[src/rtl/fxf_pkg.sv]
`timescale 1ns/1ps
package fxf_pkg;

   localparam int FX_NCH = 4;

   typedef enum logic [1:0] {
      FX_X1  = 2'd0,
      FX_X2  = 2'd1,
      FX_X4  = 2'd2,
      FX_OFF = 2'd3
   } fx_mode_e;

   // channel enable mask for a lane split
   function automatic logic [FX_NCH-1:0] fx_act(input logic [1:0] m);
      case (m)
         FX_X1:   return 4'b0001;
         FX_X2:   return 4'b0011;
         FX_X4:   return 4'b1111;
         default: return 4'b0000;
      endcase
   endfunction

endpackage

[src/rtl/fxf_beat_track.sv]
`timescale 1ns/1ps
module fxf_beat_track
   import fxf_pkg::*;
#(
   parameter int LANES  = 32,
   parameter int CW_LEN = 528
) (
   input  logic              clk,
   input  logic              rst_n,
   input  logic [FX_NCH-1:0] adv,
   input  logic              restart,
   input  logic [1:0]        mode,
   output logic [FX_NCH-1:0] sop,
   output logic [FX_NCH-1:0] eop
);
   localparam int BEATS1 = (CW_LEN + LANES - 1) / LANES;
   localparam int BEATS2 = (CW_LEN + LANES/2 - 1) / (LANES/2);
   localparam int BEATS4 = (CW_LEN + LANES/4 - 1) / (LANES/4);
   localparam int CNT_W  = $clog2(BEATS4 + 1);
   localparam logic [CNT_W-1:0] LAST1 = CNT_W'(BEATS1 - 1);
   localparam logic [CNT_W-1:0] LAST2 = CNT_W'(BEATS2 - 1);
   localparam logic [CNT_W-1:0] LAST4 = CNT_W'(BEATS4 - 1);

   if (BEATS1 < 2) begin : g_chk_len
      $error("fxf_beat_track: codeword must span at least two beats");
   end

   logic [CNT_W-1:0] last;

   always_comb begin
      case (mode)
         FX_X2:   last = LAST2;
         FX_X4:   last = LAST4;
         default: last = LAST1;
      endcase
   end

   for (genvar c = 0; c < FX_NCH; c++) begin : g_ch
      logic [CNT_W-1:0] cnt_q;
      logic [CNT_W-1:0] pos;

      assign pos    = restart ? '0 : cnt_q;
      assign sop[c] = adv[c] & (pos == '0);
      assign eop[c] = adv[c] & (pos == last);

      always_ff @(posedge clk) begin
         if (!rst_n) begin
            cnt_q <= '0;
         end else if (adv[c]) begin
            cnt_q <= (pos == last) ? '0 : pos + CNT_W'(1);
         end else if (restart) begin
            cnt_q <= '0;
         end
      end
   end

   AST_SOP_EOP_APART: assert property (@(posedge clk) disable iff (!rst_n)
      (sop & eop) == '0);

endmodule

[src/rtl/fxf_lane_gate.sv]
`timescale 1ns/1ps
module fxf_lane_gate
   import fxf_pkg::*;
#(
   parameter int LANES  = 32,
   parameter int SYM_W  = 10,
   parameter int CW_LEN = 528
) (
   input  logic [1:0]             mode,
   input  logic [FX_NCH-1:0]      ev,
   input  logic [FX_NCH-1:0]      lst,
   input  logic [LANES*SYM_W-1:0] sym_i,
   output logic [LANES*SYM_W-1:0] sym_o
);
   localparam int P2     = LANES / 2;
   localparam int P4     = LANES / 4;
   localparam int BEATS1 = (CW_LEN + LANES - 1) / LANES;
   localparam int BEATS2 = (CW_LEN + P2 - 1) / P2;
   localparam int BEATS4 = (CW_LEN + P4 - 1) / P4;
   localparam int REM1   = CW_LEN - (BEATS1 - 1) * LANES;
   localparam int REM2   = CW_LEN - (BEATS2 - 1) * P2;
   localparam int REM4   = CW_LEN - (BEATS4 - 1) * P4;

   for (genvar l = 0; l < LANES; l++) begin : g_lane
      localparam int  C2 = l / P2;
      localparam int  C4 = l / P4;
      localparam bit  Z1 = (l >= REM1);
      localparam bit  Z2 = ((l % P2) >= REM2);
      localparam bit  Z4 = ((l % P4) >= REM4);
      logic keep;

      always_comb begin
         case (mode)
            FX_X1:   keep = ev[0]  & ~(lst[0]  & Z1);
            FX_X2:   keep = ev[C2] & ~(lst[C2] & Z2);
            FX_X4:   keep = ev[C4] & ~(lst[C4] & Z4);
            default: keep = 1'b0;
         endcase
      end

      assign sym_o[l*SYM_W +: SYM_W] = keep ? sym_i[l*SYM_W +: SYM_W] : '0;
   end

endmodule

[src/rtl/fxf_status_pack.sv]
`timescale 1ns/1ps
module fxf_status_pack
   import fxf_pkg::*;
#(
   parameter int CNT_W = 4,
   parameter int ERR_W = 12
) (
   input  logic [1:0]              mode,
   input  logic [FX_NCH-1:0]       vld,
   input  logic [FX_NCH*CNT_W-1:0] err_i,
   output logic [ERR_W-1:0]        err_o
);
   localparam int FW1 = ERR_W;
   localparam int FW2 = ERR_W / 2;
   localparam int FW4 = ERR_W / 4;

   function automatic logic [ERR_W-1:0] clip(input logic [CNT_W-1:0] v,
                                             input int fw);
      logic [ERR_W-1:0] mx;
      logic [ERR_W-1:0] vx;
      mx = (ERR_W'(1) << fw) - ERR_W'(1);
      vx = ERR_W'(v);
      return (vx > mx) ? mx : vx;
   endfunction

   logic [ERR_W-1:0] t;

   always_comb begin
      err_o = '0;
      t     = '0;
      case (mode)
         FX_X1: begin
            t = clip(err_i[0 +: CNT_W], FW1);
            if (vld[0]) err_o = t;
         end
         FX_X2: begin
            for (int c = 0; c < 2; c++) begin
               t = clip(err_i[c*CNT_W +: CNT_W], FW2);
               if (vld[c]) err_o[c*FW2 +: FW2] = t[FW2-1:0];
            end
         end
         FX_X4: begin
            for (int c = 0; c < 4; c++) begin
               t = clip(err_i[c*CNT_W +: CNT_W], FW4);
               if (vld[c]) err_o[c*FW4 +: FW4] = t[FW4-1:0];
            end
         end
         default: err_o = '0;
      endcase
   end

endmodule

[src/rtl/fxf_lane_framer.sv]
`timescale 1ns/1ps
module fxf_lane_framer
   import fxf_pkg::*;
#(
   parameter int SYM_W  = 10,
   parameter int LANES  = 32,
   parameter int CW_LEN = 528,
   parameter int CNT_W  = 4,
   parameter int ERR_W  = 12,
   localparam int DW    = LANES * SYM_W
) (
   input  logic              clk,
   input  logic              rst_n,
   input  logic              in_vld,
   input  logic [1:0]        in_mode,
   input  logic              in_sync,
   input  logic [3:0]        in_chv,
   input  logic [DW-1:0]     in_sym,
   output logic [3:0]        core_vld,
   output logic [3:0]        core_sop,
   output logic [3:0]        core_eop,
   output logic              core_sync,
   output logic [1:0]        core_mode,
   output logic [DW-1:0]     core_sym,
   input  logic [3:0]        rs_chv,
   input  logic              rs_sync,
   input  logic [1:0]        rs_mode,
   input  logic [DW-1:0]     rs_sym,
   input  logic [3:0]        rs_fail,
   input  logic [4*CNT_W-1:0] rs_err,
   output logic              out_vld,
   output logic [3:0]        out_chv,
   output logic [3:0]        out_sop,
   output logic [3:0]        out_eop,
   output logic [3:0]        out_fail,
   output logic [ERR_W-1:0]  out_err,
   output logic [1:0]        out_mode,
   output logic [DW-1:0]     out_sym
);
   if (LANES % FX_NCH != 0) begin : g_chk_lanes
      $error("fxf_lane_framer: LANES must split into four equal channels");
   end
   if (ERR_W % FX_NCH != 0) begin : g_chk_err
      $error("fxf_lane_framer: ERR_W must split into four equal fields");
   end
   if (CNT_W > ERR_W) begin : g_chk_cnt
      $error("fxf_lane_framer: CNT_W wider than ERR_W");
   end

   // ---------------- front side ----------------
   logic [3:0]    ev_f, sop_f, eop_f;
   logic          restart_f;
   logic [DW-1:0] sym_f;

   assign ev_f      = {4{in_vld}} & in_chv & fx_act(in_mode);
   assign restart_f = in_vld & (in_sync | (in_mode != core_mode));

   fxf_beat_track #(.LANES(LANES), .CW_LEN(CW_LEN)) u_trk_f (
      .clk(clk), .rst_n(rst_n), .adv(ev_f), .restart(restart_f),
      .mode(in_mode), .sop(sop_f), .eop(eop_f));

   fxf_lane_gate #(.LANES(LANES), .SYM_W(SYM_W), .CW_LEN(CW_LEN)) u_gate_f (
      .mode(in_mode), .ev(ev_f), .lst(eop_f), .sym_i(in_sym), .sym_o(sym_f));

   always_ff @(posedge clk) begin
      if (!rst_n) begin
         core_vld  <= '0;
         core_sop  <= '0;
         core_eop  <= '0;
         core_sync <= 1'b0;
         core_mode <= 2'd0;
         core_sym  <= '0;
      end else begin
         core_vld  <= ev_f;
         core_sop  <= sop_f;
         core_eop  <= eop_f;
         core_sync <= in_vld & in_sync;
         core_sym  <= sym_f;
         if (in_vld) core_mode <= in_mode;
      end
   end

   // ---------------- back side ----------------
   logic [3:0]       ev_b, sop_b, eop_b;
   logic             restart_b;
   logic [DW-1:0]    sym_b;
   logic [ERR_W-1:0] err_b;

   assign ev_b      = rs_chv & fx_act(rs_mode);
   assign restart_b = rs_sync | (rs_mode != out_mode);

   fxf_beat_track #(.LANES(LANES), .CW_LEN(CW_LEN)) u_trk_b (
      .clk(clk), .rst_n(rst_n), .adv(ev_b), .restart(restart_b),
      .mode(rs_mode), .sop(sop_b), .eop(eop_b));

   fxf_lane_gate #(.LANES(LANES), .SYM_W(SYM_W), .CW_LEN(CW_LEN)) u_gate_b (
      .mode(rs_mode), .ev(ev_b), .lst(eop_b), .sym_i(rs_sym), .sym_o(sym_b));

   fxf_status_pack #(.CNT_W(CNT_W), .ERR_W(ERR_W)) u_pack (
      .mode(rs_mode), .vld(ev_b), .err_i(rs_err), .err_o(err_b));

   always_ff @(posedge clk) begin
      if (!rst_n) begin
         out_vld  <= 1'b0;
         out_chv  <= '0;
         out_sop  <= '0;
         out_eop  <= '0;
         out_fail <= '0;
         out_err  <= '0;
         out_mode <= 2'd0;
         out_sym  <= '0;
      end else begin
         out_vld  <= |ev_b;
         out_chv  <= ev_b;
         out_sop  <= sop_b;
         out_eop  <= eop_b;
         out_fail <= ev_b & rs_fail;
         out_err  <= err_b;
         out_mode <= rs_mode;
         out_sym  <= sym_b;
      end
   end

   // ---------------- assertions ----------------
   AST_IDLE_QUIET: assert property (@(posedge clk) disable iff (!rst_n)
      !in_vld |=> (core_vld == '0));
   AST_UNUSED_ZERO: assert property (@(posedge clk) disable iff (!rst_n)
      (core_vld & ~fx_act(core_mode)) == '0);
   AST_SYNC_START: assert property (@(posedge clk) disable iff (!rst_n)
      (in_vld && in_sync && in_chv[0] && in_mode != 2'd3) |=> core_sop[0]);
   AST_MASTER_OR: assert property (@(posedge clk) disable iff (!rst_n)
      out_vld == (|out_chv));
   AST_FAIL_IN_CHAN: assert property (@(posedge clk) disable iff (!rst_n)
      $rose(out_fail[0]) |-> out_chv[0]);

endmodule

[config.mk]
export PLATFORM = sky130hd
export DESIGN_NAME = fxf_lane_framer
export DESIGN_NICKNAME = d
export VERILOG_FILES = /design/src/rtl/fxf_pkg.sv /design/src/rtl/fxf_beat_track.sv /design/src/rtl/fxf_lane_gate.sv /design/src/rtl/fxf_status_pack.sv /design/src/rtl/fxf_lane_framer.sv
export SDC_FILE = /design/constraint.sdc
export NUM_CORES = 1
export LEC_CHECK = 0
export BUFFER_PORTS_ARGS = -buffer_cell sky130_fd_sc_hd__buf_2
export CAP_MARGIN = 40
export CORE_AREA = 2 2 524 526
export CTS_CLUSTER_DIAMETER = 100
export DETAILED_ROUTE_END_ITERATION = 7
export DIE_AREA = 0 0 526 528
export PLACE_DENSITY = 0.35
export REMOVE_ABC_BUFFERS = 1
export SETUP_SLACK_MARGIN = 0.02
export SLEW_MARGIN = 20
export SYNTH_ARGS = -nofsm -noshare
export SYNTH_HDL_FRONTEND = slang
export SYNTH_SLANG_ARGS = --single-unit
[constraint.sdc]
create_clock -name clk -period 4.08 [get_ports clk]
set_input_delay 0.816 -clock clk [delete_from_list [all_inputs] [get_ports clk]]
set_output_delay 0.816 -clock clk [all_outputs]
set_load 0.01 [all_outputs]
* Yosys cells after proc, flatten, opt, wreduce, memory -nomap -nowiden *
Index checks and enable logic that the tools add are counted.

word-level totals
  register bits = 742
  output and inout port bits = 686
  logic and storage cells = 153

operators by class
  add/sub/neg operators = 8
  order comparisons = 4
  equality and inequality tests = 14
  mux-type cells = 48
  bitwise operators = 28
  reductions and logical operators = 23

operators by type and width
  cell                 number
  $mux 7               24
  $add 7x1->7 const B  8
  $eq 7x7->1           8
  $logic_not 7->1      8
  $pmux 12 s3          1
  $pmux 7 s2           2
  $mux 3               8
  $pmux 4 s3           2
  $and 1x1->1          20
  $and 4x4->4          4
  $gt 4x3->1 const B   4
  $reduce_and 2->1     8
  $mux 4               3
  $pmux 1 s3           4
  $reduce_or 3->1      2
  $eq 2x1->1 const B   2
  $eq 2x2->1 const B   2
  $logic_not 2->1      2
  $ne 2x2->1           2
  $pmux 1 s2           2
  $reduce_or 2->1      2
  $reduce_or 4->1      1
  $mux 1               2
  $not 1->1            2
  $or 1x1->1           2

* Logic depth before layout (Yosys ltp) *
Gate-level depths: netlist of the first run.

  depth after elaboration = 10
  gate-level depth with buffers = 13

* Modules after synthesis *
Synthesis of the first run repeated with hierarchy kept, for this count alone.

second synthesis, totals
  cells, all modules = 3,043
  area, all modules = 28,489.8 sq um

modules (own cells, without submodules)
  module           times used  cells an instance  area each (sq um)  seq. area each (sq um)
  fxf_lane_framer  1           1,472              18,629.1           13,733.2
  fxf_lane_gate    2           565                3,133.0            0.0
  fxf_beat_track   2           204                1,704.1            560.5
  fxf_status_pack  1           33                 186.4              0.0

* Worst setup path before layout of the first run *
No wires, ideal clock.

  kind = input port to flip-flop
  start = input rs_mode[1]
  end = register u_trk_b.g_ch[0].cnt_q[6]
  library setup time = 0.118 ns
  arrival = 2.823 ns
  required time = 3.962 ns
  slack = 1.138 ns
  stages = 11
  cells stage by stage = xor2_1 > nor3_2 > clkbuf_1 > clkbuf_1 > nand2_1 > inv_1 > ha_1 > nand4_1 > or2_2 > xor2_1 > nor2_1

between the ends
  word-level cells in the longest chain between the ends = 6
  elaborated cells on any way between the ends = 13
  classes of those cells = 1 x add/sub; 4 x eq/ne; 5 x mux; 2 x bitwise; 1 x reduce/logical

RTL lines
  what                                       RTL line               RTL
  start, declared                            fxf_lane_framer.sv:27  input logic [1:0] rs_mode,
  $ne 2x2->1                                 fxf_lane_framer.sv:90  assign restart_b = rs_sync | (rs_mode != out_mode);
  $or 1x1->1                                 fxf_lane_framer.sv:90
  $mux 7                                     n/a
  $add 7x1->7 or $eq 7x7->1 (tied branches)  fxf_beat_track.sv:50   cnt_q <= (pos == last) ? '0 : pos + CNT_W'(1);
  $mux 7                                     fxf_beat_track.sv:50
  $mux 7 *                                   fxf_beat_track.sv:49   end else if (adv[c]) begin
  end signal, assigned                       fxf_beat_track.sv:50
  end, declared                              fxf_beat_track.sv:39   logic [CNT_W-1:0] cnt_q;

Every way passes the cells marked *; elsewhere a longest branch is shown, timed or not.
A chain may end at the register's enable or synchronous reset.

* Worst setup path after layout of the first run *
  start = register out_mode[1]
  end = register out_sym[212]

between the ends
  word-level cells in the longest chain between the ends = 9

RTL lines
  what                               RTL line                RTL
  start, declared                    fxf_lane_framer.sv:37   output logic [1:0] out_mode,
  start signal, assigned             fxf_lane_framer.sv:119  out_mode <= rs_mode;
  $ne 2x2->1                         fxf_lane_framer.sv:90
  $or 1x1->1                         fxf_lane_framer.sv:90
  $mux 7                             n/a
  $eq 7x7->1                         fxf_beat_track.sv:44    assign eop[c] = adv[c] & (pos == last);
  $and 1x1->1                        fxf_beat_track.sv:44
  $not 1->1                          fxf_lane_gate.sv:34     FX_X1: keep = ev[0] & ~(lst[0] & Z1);
  $and 1x1->1                        fxf_lane_gate.sv:34
  $pmux 1 s3                         fxf_lane_gate.sv:33     case (mode)
  $reduce_and 2->1 (no source line)  n/a
  end signal, assigned               fxf_lane_framer.sv:120  out_sym <= sym_b;
  end, declared                      fxf_lane_framer.sv:38   output logic [DW-1:0] out_sym

No other way between the ends.

==> flow_summary_export.csv, run 1 <==
group,metric,value,unit
outcome,outcome,"finished clean",
pwr,power_density,471,nW/um^2
yosys,synth_xor_area_share,1.60,%
timing,finalHoldViolCount,0,
cells_and_area,fill_cells,31232,
cts,clockBufferDepth,4,
cells_and_area,final_cell_mix,"buf_2 (1361), dfxtp_1 (742), nor2b_1 (328)",
yosys,ys.flop_type,"dfxtp_1",
floorplan,rows,192,
cells_and_area,final_util,13.6,%
yosys,async_flop_share,0,%
drt,met3_length,15.4,mm
yosys,yosys.area_share.simple,24.6,%
drt,viasPerCell,2.82,
global_route,antenna_found_initial,87,
cts,cts_root_buf,"clkbuf_16",
cells_and_area,area_delta_synth_final,65.2,%
critical_path,path_delay_family,"simple AND/OR/NAND/NOR gates",
drt,drc,0,
drt,met1_length,53.3,mm
timing,fin_setup_tns,0,ns
timing,rsz0062_at_grt,"false",
yosys,syn_inst,2001,
yosys,synth_compound_area_share,3.69,%
yosys,synth-edff-count,0,
timing,final.min_clock_period,2.82,ns
cts,cts_htree_levels,3,
yosys,syn_area,22400,um^2
drt,routed_wl,145,mm
floorplan,die_area,278000,um^2
yosys,ys_warn_count,0,
critical_path,cp.arrival,3.46,ns
global_route,grt_overflow,0,
drt,routedWlPerCell,20.5,um
cells_and_area,mostFrequentLayoutCell,"buf_2",
floorplan,die_x,526,um
floorplan,die_h,528,um
cells_and_area,drive_gt1_share,45.4,%
placed_design,dp_slack,0.499,ns
yosys,synthAdderAreaFrac,1.45,%
global_route,grt_pass1_wl,188,mm
cells_and_area,num-nets-final,4097,
timing,slew_viol_final,0,
critical_path,cp_num_buf_inv,1,
yosys,ys_top_cells_by_area,"dfxtp_1 (66%), nor2b_1 (9.2%), and2_1 (7.3%)",
global_route,grt_util_all_layers,9.95,%
drt,first_pass_iters,5,
floorplan,start_util,8.23,%
timing,timing.final.crit_share,69.2,%
critical_path,crit_type,"reg2reg",
global_route,grt_max_degree,93,
run,drv_cap,0,
yosys,synth_top_area_share,66.2,%
yosys,avgSynthCellArea,11.2,um^2
critical_path,crit_path_top_delay_cell,"a311oi_4",
placed_design,place_hpwl,123,mm
critical_path,cp-start-kind,"flip-flop",
cts,hold_buffers,0,
timing,setup_violations,0,
floorplan,coreArea,272000,um^2
drt,drt-initial-drc-count,751,
yosys,synth_cell_types,57,
placed_design,port_buffers,1362,
critical_path,path_cells,"xor2_1, or3_1, nor3_1, o21ai_2, a311oi_4, buf_12, nor2b_1",
cts,cts_sinks,742,
placed_design,routabilityCongestion,0.856,
critical_path,required,4.72,ns
timing,worstMarginPinSlew,0.723,ns
drt,dr_total_vias,19970,
critical_path,slowest_delay,0.56,ns
timing,clock.fmax,0.354,GHz
yosys,synth_top_family_by_area,"simple AND/OR/NAND/NOR gates",
timing,fin_skew,0.0842,ns
cts,clk_latency,0.83,ns
yosys,synth-seq-area-share,66.2,%
cts,cts_tree,"yes",
timing,fin_ws,1.26,ns
global_route,grt_pass1_vias,20780,
yosys,synth_top_area_cell,"dfxtp_1",
cts,clk_pin_slew_worst_paths,0.06,ns
critical_path,crit_fanout,74,
yosys,muxShareOfSynthArea,0.134,%
pwr,peakVddDrop,0.297,mV
timing,holdWs,0.195,ns
hold_path,hp-class,"in2reg",
drt,top_layer_used,"met5",
drt,wl_met2,71.4,mm
cts,cts_resized,0,
yosys,ys_seq_elements,742,
drt,ant_nets,0,
cts,post_cts_buffers,0,
floorplan,io_pins,1363,
timing,slew_headroom,50.5,%
critical_path,cp-end-kind,"flip-flop",
pwr,power_leakage,17.2,nW
pwr,p_total,0.0174,W
cts,numCtsBuffers,99,
==> power by group <==
| group | switching (W) | leakage (nW) | internal, W |
|---|---|---|---|
| sequential | 0.000100 | 6.02 | 0.00743 |
| clock | 0.00359 | 1.58 | 0.00510 |
| combinational | 0.000689 | 9.55 | 0.000527 |
==> metrics by stage <==
step	cell area (um^2)	instances
after detailed placement	33800	6882
after CTS	37000	7055
after global routing	37000	7063
final	37000	7072
after floorplan	22000	1897
after global placement	33800	6881
==> layout make-up <==
| class | count | area [um^2] | area share [%] |
|---|---|---|---|
| multi-input cells | 1131 | 7120 | 19.2 |
| flip-flops and latches | 742 | 14900 | 40.1 |
| inverters | 24 | 90.1 | 0.243 |
| well taps | 3589 | 4490 | 12.1 |
| clock inverters | 42 | 445 | 1.20 |
| clock buffers | 131 | 2770 | 7.47 |
| repair buffers | 1396 | 7230 | 19.5 |
| diodes | 17 | 42.5 | 0.115 |
==> path summary, 6_finish.rpt <==
kind | from | endpoint | slack [ns] | cells after the start
max | out_mode[1]$_SDFF_PN0_ | out_sym[212]$_SDFF_PN0_ | 1.26 | 7
min | rs_sym[286] | out_sym[286]$_SDFF_PN0_ | 0.20 | 2
max reg2reg | out_mode[1]$_SDFF_PN0_ | out_sym[212]$_SDFF_PN0_ | 1.26 | 7
min reg2reg | u_trk_b.g_ch[1].cnt_q[2]$_SDFF_PN0_ | u_trk_b.g_ch[1].cnt_q[2]$_SDFF_PN0_ | 0.54 | 2
==> synthesized netlist by cell type (3+ instances only) <==
master,n
clkbuf_1,70
a211oi_1,3
nand4_1,16
nand2_1,85
buf_2,33
o21bai_1,4
or4_1,4
o21ai_0,35
nor2b_1,329
a21boi_0,12
a21oi_1,20
or2_2,5
a31oi_1,9
nor2_1,54
xor2_1,25
and4_1,4
inv_1,24
o21a_1,5
nor3_1,25
nand2b_1,4
ha_1,26
nand4b_1,4
and2_1,260
nor4_1,4
xnor2_1,16
nand3_1,32
a21o_1,4
or3_1,9
and3_1,94
mux2i_1,3
dfxtp_1,742
nor3b_1,5
o22ai_1,5
==> logic make-up after synthesis <==
family | count (synthesis)
muxes | 3
and+or+nand+nor | 940
DFF | 742
AOI/OAI and AO/OA | 121
adders and majority gates | 26
buffers and inverters | 128
xor gates and xnor gates | 41
==> flip-flops by register name, indices dropped and copies added (netlist names), 12 cells and up <==
name	flops
core_sym	320
out_sym	320
u_trk_b.g_ch.cnt_q	28
u_trk_f.g_ch.cnt_q	28
out_err	12
==> per-layer routing <==
layer  up-vias  global-route usage [%]
met5         -                       0
met4        18                    3.46
met3       238                    4.26
met2      1176                    17.5
met1      9312                    10.5
li1       9226                       -
No activity file was read; power rests on OpenSTA's default activity.
==> inputs of run 2 (changes only) <==
ABC_AREA = 1   (was unset)
CORE_AREA = 2 2 534 536   (was 2 2 524 526)
DIE_AREA = 0 0 536 538   (was 0 0 526 528)
clock period = 2.5 ns   (was 4.08 ns; I/O delays follow)
==> run 2 against run 1 <==
Against the previous run:
- wire length is 13% higher
- sequential share of layout area shrank 8.0 points
- global-route usage increased by 0.80 points
- worst setup slack got worse by 1.0 ns
- largest cell class unchanged
==> flow_summary_export.csv, run 2 <==
group,metric,value,unit
timing,finalHoldViolCount,0,
cells_and_area,reg_top3,"core_sym x320, out_sym x320",
pwr,power_density,670,nW/um^2
timing,fin_ws,0.256,ns
floorplan,die_h,538,um
cts,cts_root_buf,"clkbuf_16",
pwr,power_leakage,24.2,nW
yosys,syn_area,23600,um^2
yosys,synth-seq-area-share,63.1,%
timing,clock.fmax,0.446,GHz
cells_and_area,final_util,16.3,%
floorplan,die_x,536,um
critical_path,cp.arrival,2.93,ns
pwr,peakVddDrop,0.441,mV
timing,holdWs,0.0808,ns
cts,numCtsBuffers,104,
timing,slew_viol_final,0,
placed_design,routabilityCongestion,0.865,
critical_path,required,3.18,ns
drt,viasPerCell,2.88,
cells_and_area,drive_gt1_share,37.0,%
cts,cts_htree_levels,3,
yosys,ys_seq_elements,742,
cts,clk_latency,0.80,ns
cts,clockBufferDepth,4,
critical_path,cp-start-kind,"input pin",
critical_path,cp-end-kind,"flip-flop",
floorplan,start_util,8.32,%
floorplan,die_area,288000,um^2
run,drv_cap,0,
drt,drc,0,
placed_design,dp.cells,7952,
yosys,avgSynthCellArea,8.64,um^2
hold_path,hp-class,"in2reg",
timing,worstMarginPinSlew,0.627,ns
yosys,syn_inst,2725,
drt,drt-initial-drc-count,873,
drt,first_pass_iters,5,
critical_path,crit_top_cell,"nor2_1",
outcome,outcome,"finished clean",
critical_path,cp_num_buf_inv,4,
floorplan,coreArea,283000,um^2
cells_and_area,area_delta_synth_final,96.2,%
yosys,synth-edff-count,0,
critical_path,slowest_delay,0.55,ns
critical_path,crit_path_top_delay_cell,"dlygate4sd3_1",
global_route,antenna_found_initial,112,
cts,cts_tree,"yes",
global_route,grt_pass1_wl,214,mm
floorplan,io_pins,1363,
yosys,ys.flop_type,"dfxtp_1",
floorplan,rows,196,
global_route,grt_overflow,0,
placed_design,port_buffers,1362,
yosys,ys_warn_count,0,
critical_path,crit_type,"in2reg",
yosys,async_flop_share,0,%
timing,setup_violations,0,
placed_design,place_hpwl,139,mm
yosys,ys_top_cells_by_area,"dfxtp_1 (63%), inv_1 (12%), nor2_1 (11%)",
drt,routedWlPerCell,18.6,um
cts,clk_pin_slew_worst_paths,0.06,ns
global_route,grt_pass1_vias,26220,
timing,rsz0062_at_grt,"false",
cts,post_cts_buffers,0,
yosys,synth_top_area_cell,"dfxtp_1",
cells_and_area,num-nets-final,5633,
yosys,synth_most_common_cell,"inv_1",
yosys,synth_top_area_share,63.1,%
timing,slew_headroom,58.1,%
global_route,grt_max_degree,45,
yosys,synth_common_cells,"inv_1 (743), dfxtp_1 (742), nor2_1 (671), nand2_1 (146), nor2_2 (86)",
global_route,grt_util_all_layers,10.7,%
cells_and_area,final_cell_mix,"buf_2 (1362), inv_1 (742), dfxtp_1 (742)",
placed_design,dp_slack,-0.0528,ns
cts,cts_sinks,742,
drt,ant_nets,0,
cells_and_area,fill_cells,32117,
critical_path,path_cells,"dlygate4sd3_1, buf_2, nand2_1, nand2_1, nor2_2, nand2_2, nand2_4, inv_2, nor2_1, ha_1, inv_1, nor2_1, nand4_1, nor3_1, xor2_1, nor2_1",
critical_path,crit_fanout,13,
yosys,synth_cell_types,40,
drt,routed_wl,164,mm
critical_path,path_delay_family,"simple AND/OR/NAND/NOR gates",
cells_and_area,mostFrequentLayoutCell,"buf_2",
cells_and_area,fin_cells,8811,
timing,timing.final.crit_share,89.8,%
timing,fin_skew,0.0261,ns
timing,final.min_clock_period,2.24,ns
drt,dr_total_vias,25389,
run 2: cell types whose count changed in the layout (fill, tap and decap cells not counted), moves of 22 or more:
| cell | change |
|---|---|
| and2_1 | -260 |
| and3_1 | -94 |
| buf_4 | +142 |
| diode_2 | +22 |
| dlygate4sd3_1 | +633 |
| inv_1 | +718 |
| nand2_1 | +59 |
| nor2_1 | +616 |
| nor2_2 | +87 |
| nor2b_1 | -328 |
run 2: cell families after synthesis:
| kind of cell | share of synthesized area, % |
|---|---|
| buf+inv | 14.2 |
| xor+xnor | 1.23 |
| compound gates | 2.19 |
| mux | 0.0478 |
| simple gates | 17.9 |
| fa+ha+maj | 1.38 |
| flops | 63.1 |
run 2: worst paths after layout:
kind / slack (ns) / startpoint / to / cells after the start
setup / recovery: 0.26 / in_mode[1] / u_trk_f.g_ch[3].cnt_q[6]$_SDFF_PN0_ / 16
hold / removal: 0.08 / in_sym[5] / core_sym[5]$_SDFF_PN0_ / 3
setup reg to reg: 0.27 / core_mode[1]$_SDFFE_PN0P_ / u_trk_f.g_ch[3].cnt_q[6]$_SDFF_PN0_ / 15
hold reg to reg: 0.52 / u_trk_b.g_ch[0].cnt_q[3]$_SDFF_PN0_ / u_trk_b.g_ch[0].cnt_q[3]$_SDFF_PN0_ / 2
run 2: report_power, final:
part           internal (W)  switching (W)
clock               0.00937        0.00616
sequential           0.0121       0.000114
combinational       0.00157        0.00165
total                0.0231        0.00792
run 2: per-stage QoR:
stage / cell area [um^2] / TNS (ns) / power, W
after floorplan: 23000 / -156.59 / 0.0132
after global placement: 36200 / -0.320 / 0.0148
after detailed placement: 36200 / -0.874 / 0.0148
after CTS: 46100 / 0 / 0.0317
after global routing: 46200 / 0 / 0.0323
final: 46200 / 0 / 0.0310
run 2: final cells by class:
| type | count | area, um^2 | share of cell area (%) |
|---|---|---|---|
| Sequential cell | 742 | 14900 | 32.1 |
| Inverter | 753 | 2830 | 6.12 |
| Clock buffer | 132 | 2860 | 6.18 |
| Tap cell | 3762 | 4710 | 10.2 |
| Multi-Input combinational cell | 1150 | 5400 | 11.7 |
| Clock inverter | 54 | 703 | 1.52 |
| Timing Repair Buffer | 2179 | 14800 | 32.0 |
| Antenna cell | 39 | 97.6 | 0.211 |
run 2: metal layers:
| layer | track usage (%) | vias up | wire, um |
|---|---|---|---|
| met2 | 16.9 | 1219 | 72400 |
| met4 | 3.16 | 36 | 4140 |
| met1 | 13.6 | 11716 | 71800 |
| met5 | 0 | - | 234 |
| met3 | 3.87 | 246 | 15200 |
| li1 | - | 12172 | - |
run 2: worst min-delay path, stage by stage:
cell and delay (ns):
buf_2 0.08, inv_1 0.10, nor2_1 0.14
run 2: what timing repair did:
action                                  4_1_cts  5_1_grt
endpoints found under the setup margin        0       31
hold buffers                                634        0
hold endpoints to repair                    633        0
gates resized for setup                       0        4
